[src/rtl/dma_rf_pkg.sv]
package dma_rf_pkg;

    localparam int WORD_W = 32;
    localparam int HALF_W = 16;
    localparam int CNT_W  = 22;

    // control-half bit positions
    localparam int B_EN    = 15;
    localparam int B_IRQ   = 14;
    localparam int B_TIMHI = 13;
    localparam int B_TIMLO = 11;
    localparam int B_REP   = 9;
    localparam int B_DSTHI = 6;
    localparam int B_DSTLO = 5;

    localparam logic [1:0]        DST_RELOAD = 2'b11;
    localparam logic [WORD_W-1:0] ADDR_KEEP  = 32'h0FFF_FFFE;

    function automatic logic [CNT_W-1:0] cnt_decode(
        input logic              wide,
        input logic              last_ch,
        input logic [WORD_W-1:0] d
    );
        logic [CNT_W-1:0] r;
        if (wide) begin
            r = (d[20:0] == '0) ? 22'h20_0000 : {1'b0, d[20:0]};
        end else if (d[15:0] == '0) begin
            r = last_ch ? 22'h01_0000 : 22'h00_4000;
        end else begin
            r = {6'b0, d[15:0]};
        end
        return r;
    endfunction

endpackage

[src/rtl/dma_rf_chan.sv]
module dma_rf_chan
    import dma_rf_pkg::*;
#(
    parameter int CH        = 0,
    parameter int WIDE      = 1,
    parameter int LAST_CH   = 3,
    parameter int START_DLY = 3
) (
    input  logic              clk,
    input  logic              rst_n,
    input  logic              wr_src,
    input  logic              wr_dst,
    input  logic              wr_ctl,
    input  logic [WORD_W-1:0] wr_data,
    input  logic              eob,
    output logic [WORD_W-1:0] src_o,
    output logic [WORD_W-1:0] dst_o,
    output logic [HALF_W-1:0] ctl_o,
    output logic [WORD_W-1:0] wsrc_o,
    output logic [WORD_W-1:0] wdst_o,
    output logic [CNT_W-1:0]  cnt_o,
    output logic [CNT_W-1:0]  wcnt_o,
    output logic              start_o,
    output logic              irq_o
);

    localparam int          DLY_W    = $clog2(START_DLY + 1);
    localparam logic [15:0] CTL_MASK = (WIDE != 0) ? 16'hFFE0 : 16'hF7E0;
    localparam logic        IS_LAST  = (CH == LAST_CH);

    typedef struct packed {
        logic [WORD_W-1:0] src;
        logic [WORD_W-1:0] dst;
        logic [WORD_W-1:0] wsrc;
        logic [WORD_W-1:0] wdst;
        logic [HALF_W-1:0] ctl;
        logic [CNT_W-1:0]  cnt;
        logic [CNT_W-1:0]  wcnt;
        logic [DLY_W-1:0]  dly;
        logic              arm;
        logic              irq;
    } chan_st_t;

    chan_st_t s_q, s_d;
    logic     en_rise_d, imm_q, imm_new_d;

    always_comb begin
        s_d       = s_q;
        s_d.irq   = 1'b0;
        imm_q     = (s_q.ctl[B_TIMHI:B_TIMLO] == '0);
        en_rise_d = 1'b0;
        imm_new_d = 1'b0;

        if (s_q.dly != '0) begin
            s_d.dly = s_q.dly - 1'b1;
        end

        if (eob && s_q.ctl[B_EN]) begin
            if (!s_q.ctl[B_REP] || imm_q) begin
                s_d.ctl[B_EN] = 1'b0;
            end
            if (s_q.ctl[B_DSTHI:B_DSTLO] == DST_RELOAD) begin
                s_d.wdst = s_q.dst;
            end
            s_d.irq  = s_q.ctl[B_IRQ];
            s_d.wcnt = '0;
            s_d.arm  = 1'b0;
        end

        if (wr_src) begin
            s_d.src = wr_data & ADDR_KEEP;
        end
        if (wr_dst) begin
            s_d.dst = wr_data & ADDR_KEEP;
        end

        if (wr_ctl) begin
            s_d.ctl   = wr_data[WORD_W-1:HALF_W] & CTL_MASK;
            s_d.cnt   = cnt_decode(WIDE != 0, IS_LAST, wr_data);
            en_rise_d = s_d.ctl[B_EN] && !s_q.ctl[B_EN];
            imm_new_d = (s_d.ctl[B_TIMHI:B_TIMLO] == '0);
        end

        if (en_rise_d) begin
            s_d.wsrc = s_q.src;
            s_d.wdst = s_q.dst;
            s_d.wcnt = s_d.cnt;
            s_d.arm  = imm_new_d;
            s_d.dly  = DLY_W'(START_DLY);
        end
    end

    always_ff @(posedge clk or negedge rst_n) begin
        if (!rst_n) begin
            s_q     <= '0;
            s_q.cnt <= 22'h20_0000;
        end else begin
            s_q <= s_d;
        end
    end

    assign src_o   = s_q.src;
    assign dst_o   = s_q.dst;
    assign ctl_o   = s_q.ctl;
    assign wsrc_o  = s_q.wsrc;
    assign wdst_o  = s_q.wdst;
    assign cnt_o   = s_q.cnt;
    assign wcnt_o  = s_q.wcnt;
    assign start_o = s_q.ctl[B_EN] && s_q.arm && (s_q.dly == '0);
    assign irq_o   = s_q.irq;

    // cycles since the last enabling write, saturating (checking aid)
    logic [7:0] since_q;
    always_ff @(posedge clk or negedge rst_n) begin
        if (!rst_n) begin
            since_q <= '0;
        end else if (en_rise_d) begin
            since_q <= '0;
        end else if (since_q != 8'hFF) begin
            since_q <= since_q + 1'b1;
        end
    end

    a_r1_addr_mask: assert property (@(posedge clk) disable iff (!rst_n)
        (src_o[0] == 1'b0) && (src_o[31:28] == 4'h0) && (dst_o[0] == 1'b0) && (dst_o[31:28] == 4'h0));

    a_r5_no_restart: assert property (@(posedge clk) disable iff (!rst_n)
        (wr_ctl && ctl_o[B_EN] && !eob) |=> ($stable(wsrc_o) && $stable(wcnt_o)));

    a_r6_start_delay: assert property (@(posedge clk) disable iff (!rst_n)
        start_o |-> (32'(since_q) >= START_DLY - 1));

    a_r7_enable_clear: assert property (@(posedge clk) disable iff (!rst_n)
        (eob && ctl_o[B_EN] && !wr_ctl && (!ctl_o[B_REP] || (ctl_o[B_TIMHI:B_TIMLO] == '0)))
        |=> !ctl_o[B_EN]);

    a_r9_irq_cause: assert property (@(posedge clk) disable iff (!rst_n)
        irq_o |-> $past(eob));

endmodule

[src/rtl/dma_rf_arb.sv]
module dma_rf_arb #(
    parameter int N  = 4,
    parameter int IW = $clog2(N)
) (
    input  logic          clk,
    input  logic          rst_n,
    input  logic [N-1:0]  req,
    output logic          valid,
    output logic [IW-1:0] idx
);

    always_comb begin
        valid = 1'b0;
        idx   = '0;
        for (int i = N - 1; i >= 0; i--) begin
            if (req[i]) begin
                valid = 1'b1;
                idx   = IW'(i);
            end
        end
    end

    a_r11_pick_requesting: assert property (@(posedge clk) disable iff (!rst_n)
        valid |-> req[idx]);

    a_r11_valid_any: assert property (@(posedge clk) disable iff (!rst_n)
        valid == (req != '0));

endmodule

[src/rtl/dma_rf_rdmux.sv]
module dma_rf_rdmux
    import dma_rf_pkg::*;
#(
    parameter int N     = 4,
    parameter int AW    = 6,
    parameter int STRIDE = 12
) (
    input  logic [AW-1:0]       rd_addr,
    input  logic [N*WORD_W-1:0] src_flat,
    input  logic [N*WORD_W-1:0] dst_flat,
    input  logic [N*HALF_W-1:0] ctl_flat,
    output logic [WORD_W-1:0]   rd_data
);

    always_comb begin
        rd_data = '0;
        for (int c = 0; c < N; c++) begin
            if (rd_addr == AW'(c * STRIDE)) begin
                rd_data = src_flat[c*WORD_W +: WORD_W];
            end
            if (rd_addr == AW'(c * STRIDE + 4)) begin
                rd_data = dst_flat[c*WORD_W +: WORD_W];
            end
            if (rd_addr == AW'(c * STRIDE + 8)) begin
                rd_data = {ctl_flat[c*HALF_W +: HALF_W], 16'h0000};
            end
        end
    end

endmodule

[src/rtl/dma_regfile.sv]
module dma_regfile
    import dma_rf_pkg::*;
#(
    parameter int NUM_CH    = 4,
    parameter int WIDE      = 1,
    parameter int AW        = 6,
    parameter int START_DLY = 3
) (
    input  logic                      clk,
    input  logic                      rst_n,
    input  logic                      wr_en,
    input  logic [AW-1:0]             wr_addr,
    input  logic [31:0]               wr_data,
    input  logic [AW-1:0]             rd_addr,
    output logic [31:0]               rd_data,
    input  logic                      eob_valid,
    input  logic [$clog2(NUM_CH)-1:0] eob_ch,
    input  logic [$clog2(NUM_CH)-1:0] sel_ch,
    output logic [31:0]               sel_src,
    output logic [31:0]               sel_dst,
    output logic [21:0]               sel_cfg_cnt,
    output logic [21:0]               sel_work_cnt,
    output logic [NUM_CH-1:0]         start_req,
    output logic [NUM_CH-1:0]         irq,
    output logic                      act_valid,
    output logic [$clog2(NUM_CH)-1:0] act_ch
);

    localparam int STRIDE = 12;
    localparam int CW     = $clog2(NUM_CH);

    logic [NUM_CH*WORD_W-1:0] src_flat, dst_flat;
    logic [NUM_CH*HALF_W-1:0] ctl_flat;
    logic [WORD_W-1:0]        wsrc_a [NUM_CH];
    logic [WORD_W-1:0]        wdst_a [NUM_CH];
    logic [CNT_W-1:0]         cnt_a  [NUM_CH];
    logic [CNT_W-1:0]         wcnt_a [NUM_CH];

    for (genvar c = 0; c < NUM_CH; c++) begin : g_ch
        logic w_src, w_dst, w_ctl, e_hit;
        assign w_src = wr_en && (wr_addr == AW'(c * STRIDE));
        assign w_dst = wr_en && (wr_addr == AW'(c * STRIDE + 4));
        assign w_ctl = wr_en && (wr_addr == AW'(c * STRIDE + 8));
        assign e_hit = eob_valid && (eob_ch == CW'(c));

        dma_rf_chan #(
            .CH        (c),
            .WIDE      (WIDE),
            .LAST_CH   (NUM_CH - 1),
            .START_DLY (START_DLY)
        ) u_chan (
            .clk     (clk),
            .rst_n   (rst_n),
            .wr_src  (w_src),
            .wr_dst  (w_dst),
            .wr_ctl  (w_ctl),
            .wr_data (wr_data),
            .eob     (e_hit),
            .src_o   (src_flat[c*WORD_W +: WORD_W]),
            .dst_o   (dst_flat[c*WORD_W +: WORD_W]),
            .ctl_o   (ctl_flat[c*HALF_W +: HALF_W]),
            .wsrc_o  (wsrc_a[c]),
            .wdst_o  (wdst_a[c]),
            .cnt_o   (cnt_a[c]),
            .wcnt_o  (wcnt_a[c]),
            .start_o (start_req[c]),
            .irq_o   (irq[c])
        );
    end

    dma_rf_rdmux #(
        .N      (NUM_CH),
        .AW     (AW),
        .STRIDE (STRIDE)
    ) u_rdmux (
        .rd_addr  (rd_addr),
        .src_flat (src_flat),
        .dst_flat (dst_flat),
        .ctl_flat (ctl_flat),
        .rd_data  (rd_data)
    );

    dma_rf_arb #(
        .N  (NUM_CH),
        .IW (CW)
    ) u_arb (
        .clk   (clk),
        .rst_n (rst_n),
        .req   (start_req),
        .valid (act_valid),
        .idx   (act_ch)
    );

    assign sel_src      = wsrc_a[sel_ch];
    assign sel_dst      = wdst_a[sel_ch];
    assign sel_cfg_cnt  = cnt_a[sel_ch];
    assign sel_work_cnt = wcnt_a[sel_ch];

endmodule

[config.mk]
export PLATFORM = sky130hd
export DESIGN_NAME = dma_regfile
export DESIGN_NICKNAME = d
export VERILOG_FILES = /design/src/rtl/dma_rf_pkg.sv /design/src/rtl/dma_rf_chan.sv /design/src/rtl/dma_rf_arb.sv /design/src/rtl/dma_rf_rdmux.sv /design/src/rtl/dma_regfile.sv
export SDC_FILE = /design/constraint.sdc
export NUM_CORES = 1
export LEC_CHECK = 0
export CAP_MARGIN = 20
export CORE_UTILIZATION = 25
export CTS_CLUSTER_DIAMETER = 120
export DETAILED_ROUTE_END_ITERATION = 10
export GPL_TIMING_DRIVEN = 0
export PLACE_DENSITY_LB_ADDON = 0.15
export REMOVE_ABC_BUFFERS = 1
export SYNTH_ARGS = -nofsm -noshare
export SYNTH_HDL_FRONTEND = slang
export SYNTH_SLANG_ARGS = --single-unit
[constraint.sdc]
create_clock -name clk -period 8.9 [get_ports clk]
set_input_delay 2.225 -clock clk [delete_from_list [all_inputs] [get_ports clk]]
set_output_delay 2.225 -clock clk [all_outputs]
set_load 0.03 [all_outputs]
==> results of run 1 <==
## synth_stat cells (all sizes together), types with 21 or more instances
master	number	area share (%)
clkbuf	167	2.1
a21o	21	0.52
mux2i	29	0.96
a21oi	25	0.42
o21ai	273	4.5
nand2	327	4.1
inv	38	0.47
nand4	22	0.46
nand3	138	2.3
o41ai	64	1.9
mux4	108	8.1
and3	24	0.50
o211ai	25	0.62
dfrtp	664	55
mux2	325	12
buf	80	1.4
## logic make-up after synthesis
family,synth area share (%)
compound gates,10.2
xor+xnor,0.116
fa+ha+maj,0.166
buf+inv,3.99
flops,55.5
mux,21.2
other cells,0.0124
simple gates,8.86
## sequential cells by signal (all words and copies together), names as in the netlist
| name | count |
|---|---|
| g_ch.u_chan.irq_o | 4 |
| g_ch.u_chan.src_o | 108 |
| g_ch.u_chan.dst_o | 108 |
| g_ch.u_chan.wcnt_o | 88 |
| g_ch.u_chan.wdst_o | 108 |
| g_ch.u_chan.s_q | 12 |
| g_ch.u_chan.wsrc_o | 108 |
| g_ch.u_chan.cnt_o | 88 |
| g_ch.u_chan.ctl_o | 44 |
## layer usage
layer  track usage [%]  vias up  wire, um
li1                  -     9302         -
met1              24.8    11349     50000
met2              29.9      633     53500
met3              3.05      166      5720
met4              5.48        6      2660
met5                 0        -        31
## worst register-to-register path, stage by stage, from the launching register on
cell and delay [ns]:
dfrtp_1 0.81, nand3b_1 0.89, o21a_2 0.78, buf_16 0.30
mux2_1 0.34
## area by class of cell
class,count,share of cell area [%]
inverter,38,0.382
timing repair buffer,269,9.16
clock buffer,131,6.66
antenna,4,0.0268
sequential,668,44.8
tap,1612,5.40
multi-input combinational,1548,33.2
clock inverter,12,0.402
## path summary, 6_finish.rpt
kind / slack (ns) / depth (start not counted) / from / end
max: 0.88 / 8 / rd_addr[1] / rd_data[2]
min: 0.46 / 2 / g_ch[2].u_chan.wsrc_o[16] / g_ch[2].u_chan.wsrc_o[16]
max reg2reg: 5.67 / 4 / g_ch[0].u_chan.ctl_o[15] / g_ch[0].u_chan.wdst_o[15]
min reg2reg: 0.46 / 2 / g_ch[2].u_chan.wsrc_o[16] / g_ch[2].u_chan.wsrc_o[16]
max in group asynchronous: 4.80 / 5 / rst_n / g_ch[3].u_chan.cnt_o[11]
min in group asynchronous: 1.56 / 1 / rst_n / g_ch[3].u_chan.wsrc_o[26]
## stage by stage
stage               worst slack [ns]  hold WS (ns)  cell area, um^2  std cells  power (uW)
global placement              -24.88         0.445            33000       4057        4440
global route                   0.808         0.491            37300       4279        8060
CTS                            0.889         0.467            37300       4278        7830
floorplan                      -1.77         0.433            29100       2254        4000
detailed placement             0.904         0.454            34700       4135        4490
finish                         0.883         0.461            37300       4282        7720
## report_power, final
group	total (uW)	internal (uW)	switching, uW
sequential	3530	3320	206
clock	3300	1990	1310
combinational	894	388	506
==> results.yml, run 1 <==
cells_and_area:
  fin_util_pct: 31.2
  final_cell_mix: "dfrtp_1, nand2_1, o21ai_0, mux2_2, clkdlybuf4s50_1"
  layout-drive-gt1-share_pct: 22.8
  fill_cells: 11923
  final_common_cell: "dfrtp_1"
  multi_input_area_mm2: 0.0124
  fin_nets: 2661
  seq_area_mm2: 0.0167
  area_growth_pct: 23.9
placement:
  hpwlAfterDp_um: 72800
  port_buffers: 191
  place_congestion: 0.745
critical_path:
  worstSetupPathType: "in -> out"
  cp_cell_sequence: "clkdlybuf4s50_1, or4b_2, buf_12, nor2_4, buf_12, a22o_1, a31o_2, clkdlybuf4s50_1"
  start_kind: "input port"
  path_max_fanout: 20
  crit_buf_inv: 4
  slowest_delay_ns: 1.03
  required_ns: 6.68
  arrival_ns: 5.79
  crit_slowest_cell: "or4b_2"
  path_delay_family: "buffers and inverters"
  critPathCaptureType: "primary output"
global_route:
  overflow: 0
  grt_pass1_wl_um: 163000
  gr-usage-all-layers_pct: 18.3
  grt_max_degree: 116
  antenna_found_initial: 10
  grt_pass1_vias: 22775
logic_synthesis:
  yosys_warnings: 0
  synth_flop_cell: "dfrtp_1"
  ys_seq_area_share_pct: 55.5
  synth_cell_types: 65
  ys_ff_latch: 668
  syn_area_mm2: 0.0301
  synth_edf_count: 0
  postSynthCellCount: 2491
  synth_area_per_cell_um2: 12.1
  synthArstFlopShare_pct: 100
timing:
  final-setup-viol-count: 0
  slew_viol_final: 0
  post-route-period-util_pct: 90.1
  slew_headroom_pct: 30.7
  fmax_ghz: 0.125
  layout_min_cycle_time_ns: 8.02
  tightest_slew_ns: 1.03
  tns_ns: 0
  finalHoldViolCount: 0
  rsz0062_at_grt: "false"
  clock_skew_ns: 0.0196
detailed_routing:
  vias_per_cell: 5.01
  wirelength_um: 112000
  firstDrtPassIters: 7
  ant_nets: 0
  vias: 21456
  remaining_drc_errors: 0
  drt_iter0_drc: 1450
  wire_per_inst_um: 26.1
pwr:
  ir_worst_vdd_mv: 0.125
  powerDensity_mw_per_mm2: 207
  power_leakage_uw: 0.0170
status:
  outcome: "complete, no violations"
die:
  dieArea_mm2: 0.122
  core_mm2: 0.120
  die_w_um: 349
  start_util_pct: 25.2
  die_h_um: 349
  ioPinCount: 203
  rows: 127
clock_tree:
  ctsLongestPathBuffers: 3
  root_buffer: "clkbuf_16"
  holdBufCountCts: 0
  numCtsBuffers: 80
  post_cts_buffers: 0
  clkSinkCount: 668
  cts_resized: 0
  cts_tree: "done"
  clkTransAtPathRegs_ns: 0.05
  htreeDepth: 3
  clk_latency_ns: 0.62
run:
  maxCapViolCount: 0
hold_path:
  hp-class: "reg -> reg"
No activity file was read; power rests on OpenSTA's default activity.
==> run 2, diff against run 1 <==
- clock period: 8.9 -> 7.4 ns (I/O delays scaled with it)
==> results of run 2 <==
The final DEF is identical to that of run 1. Status: complete, no violations.
Among the figures that moved: setup slack after placement 0.904 ns -> 0.154 ns; setup slack after layout 0.883 ns -> 0.133 ns; register-to-register setup slack 5.67 ns -> 4.17 ns; total power 7720 uW -> 9280 uW; worst IR drop on VDD 0.125 mV -> 0.151 mV
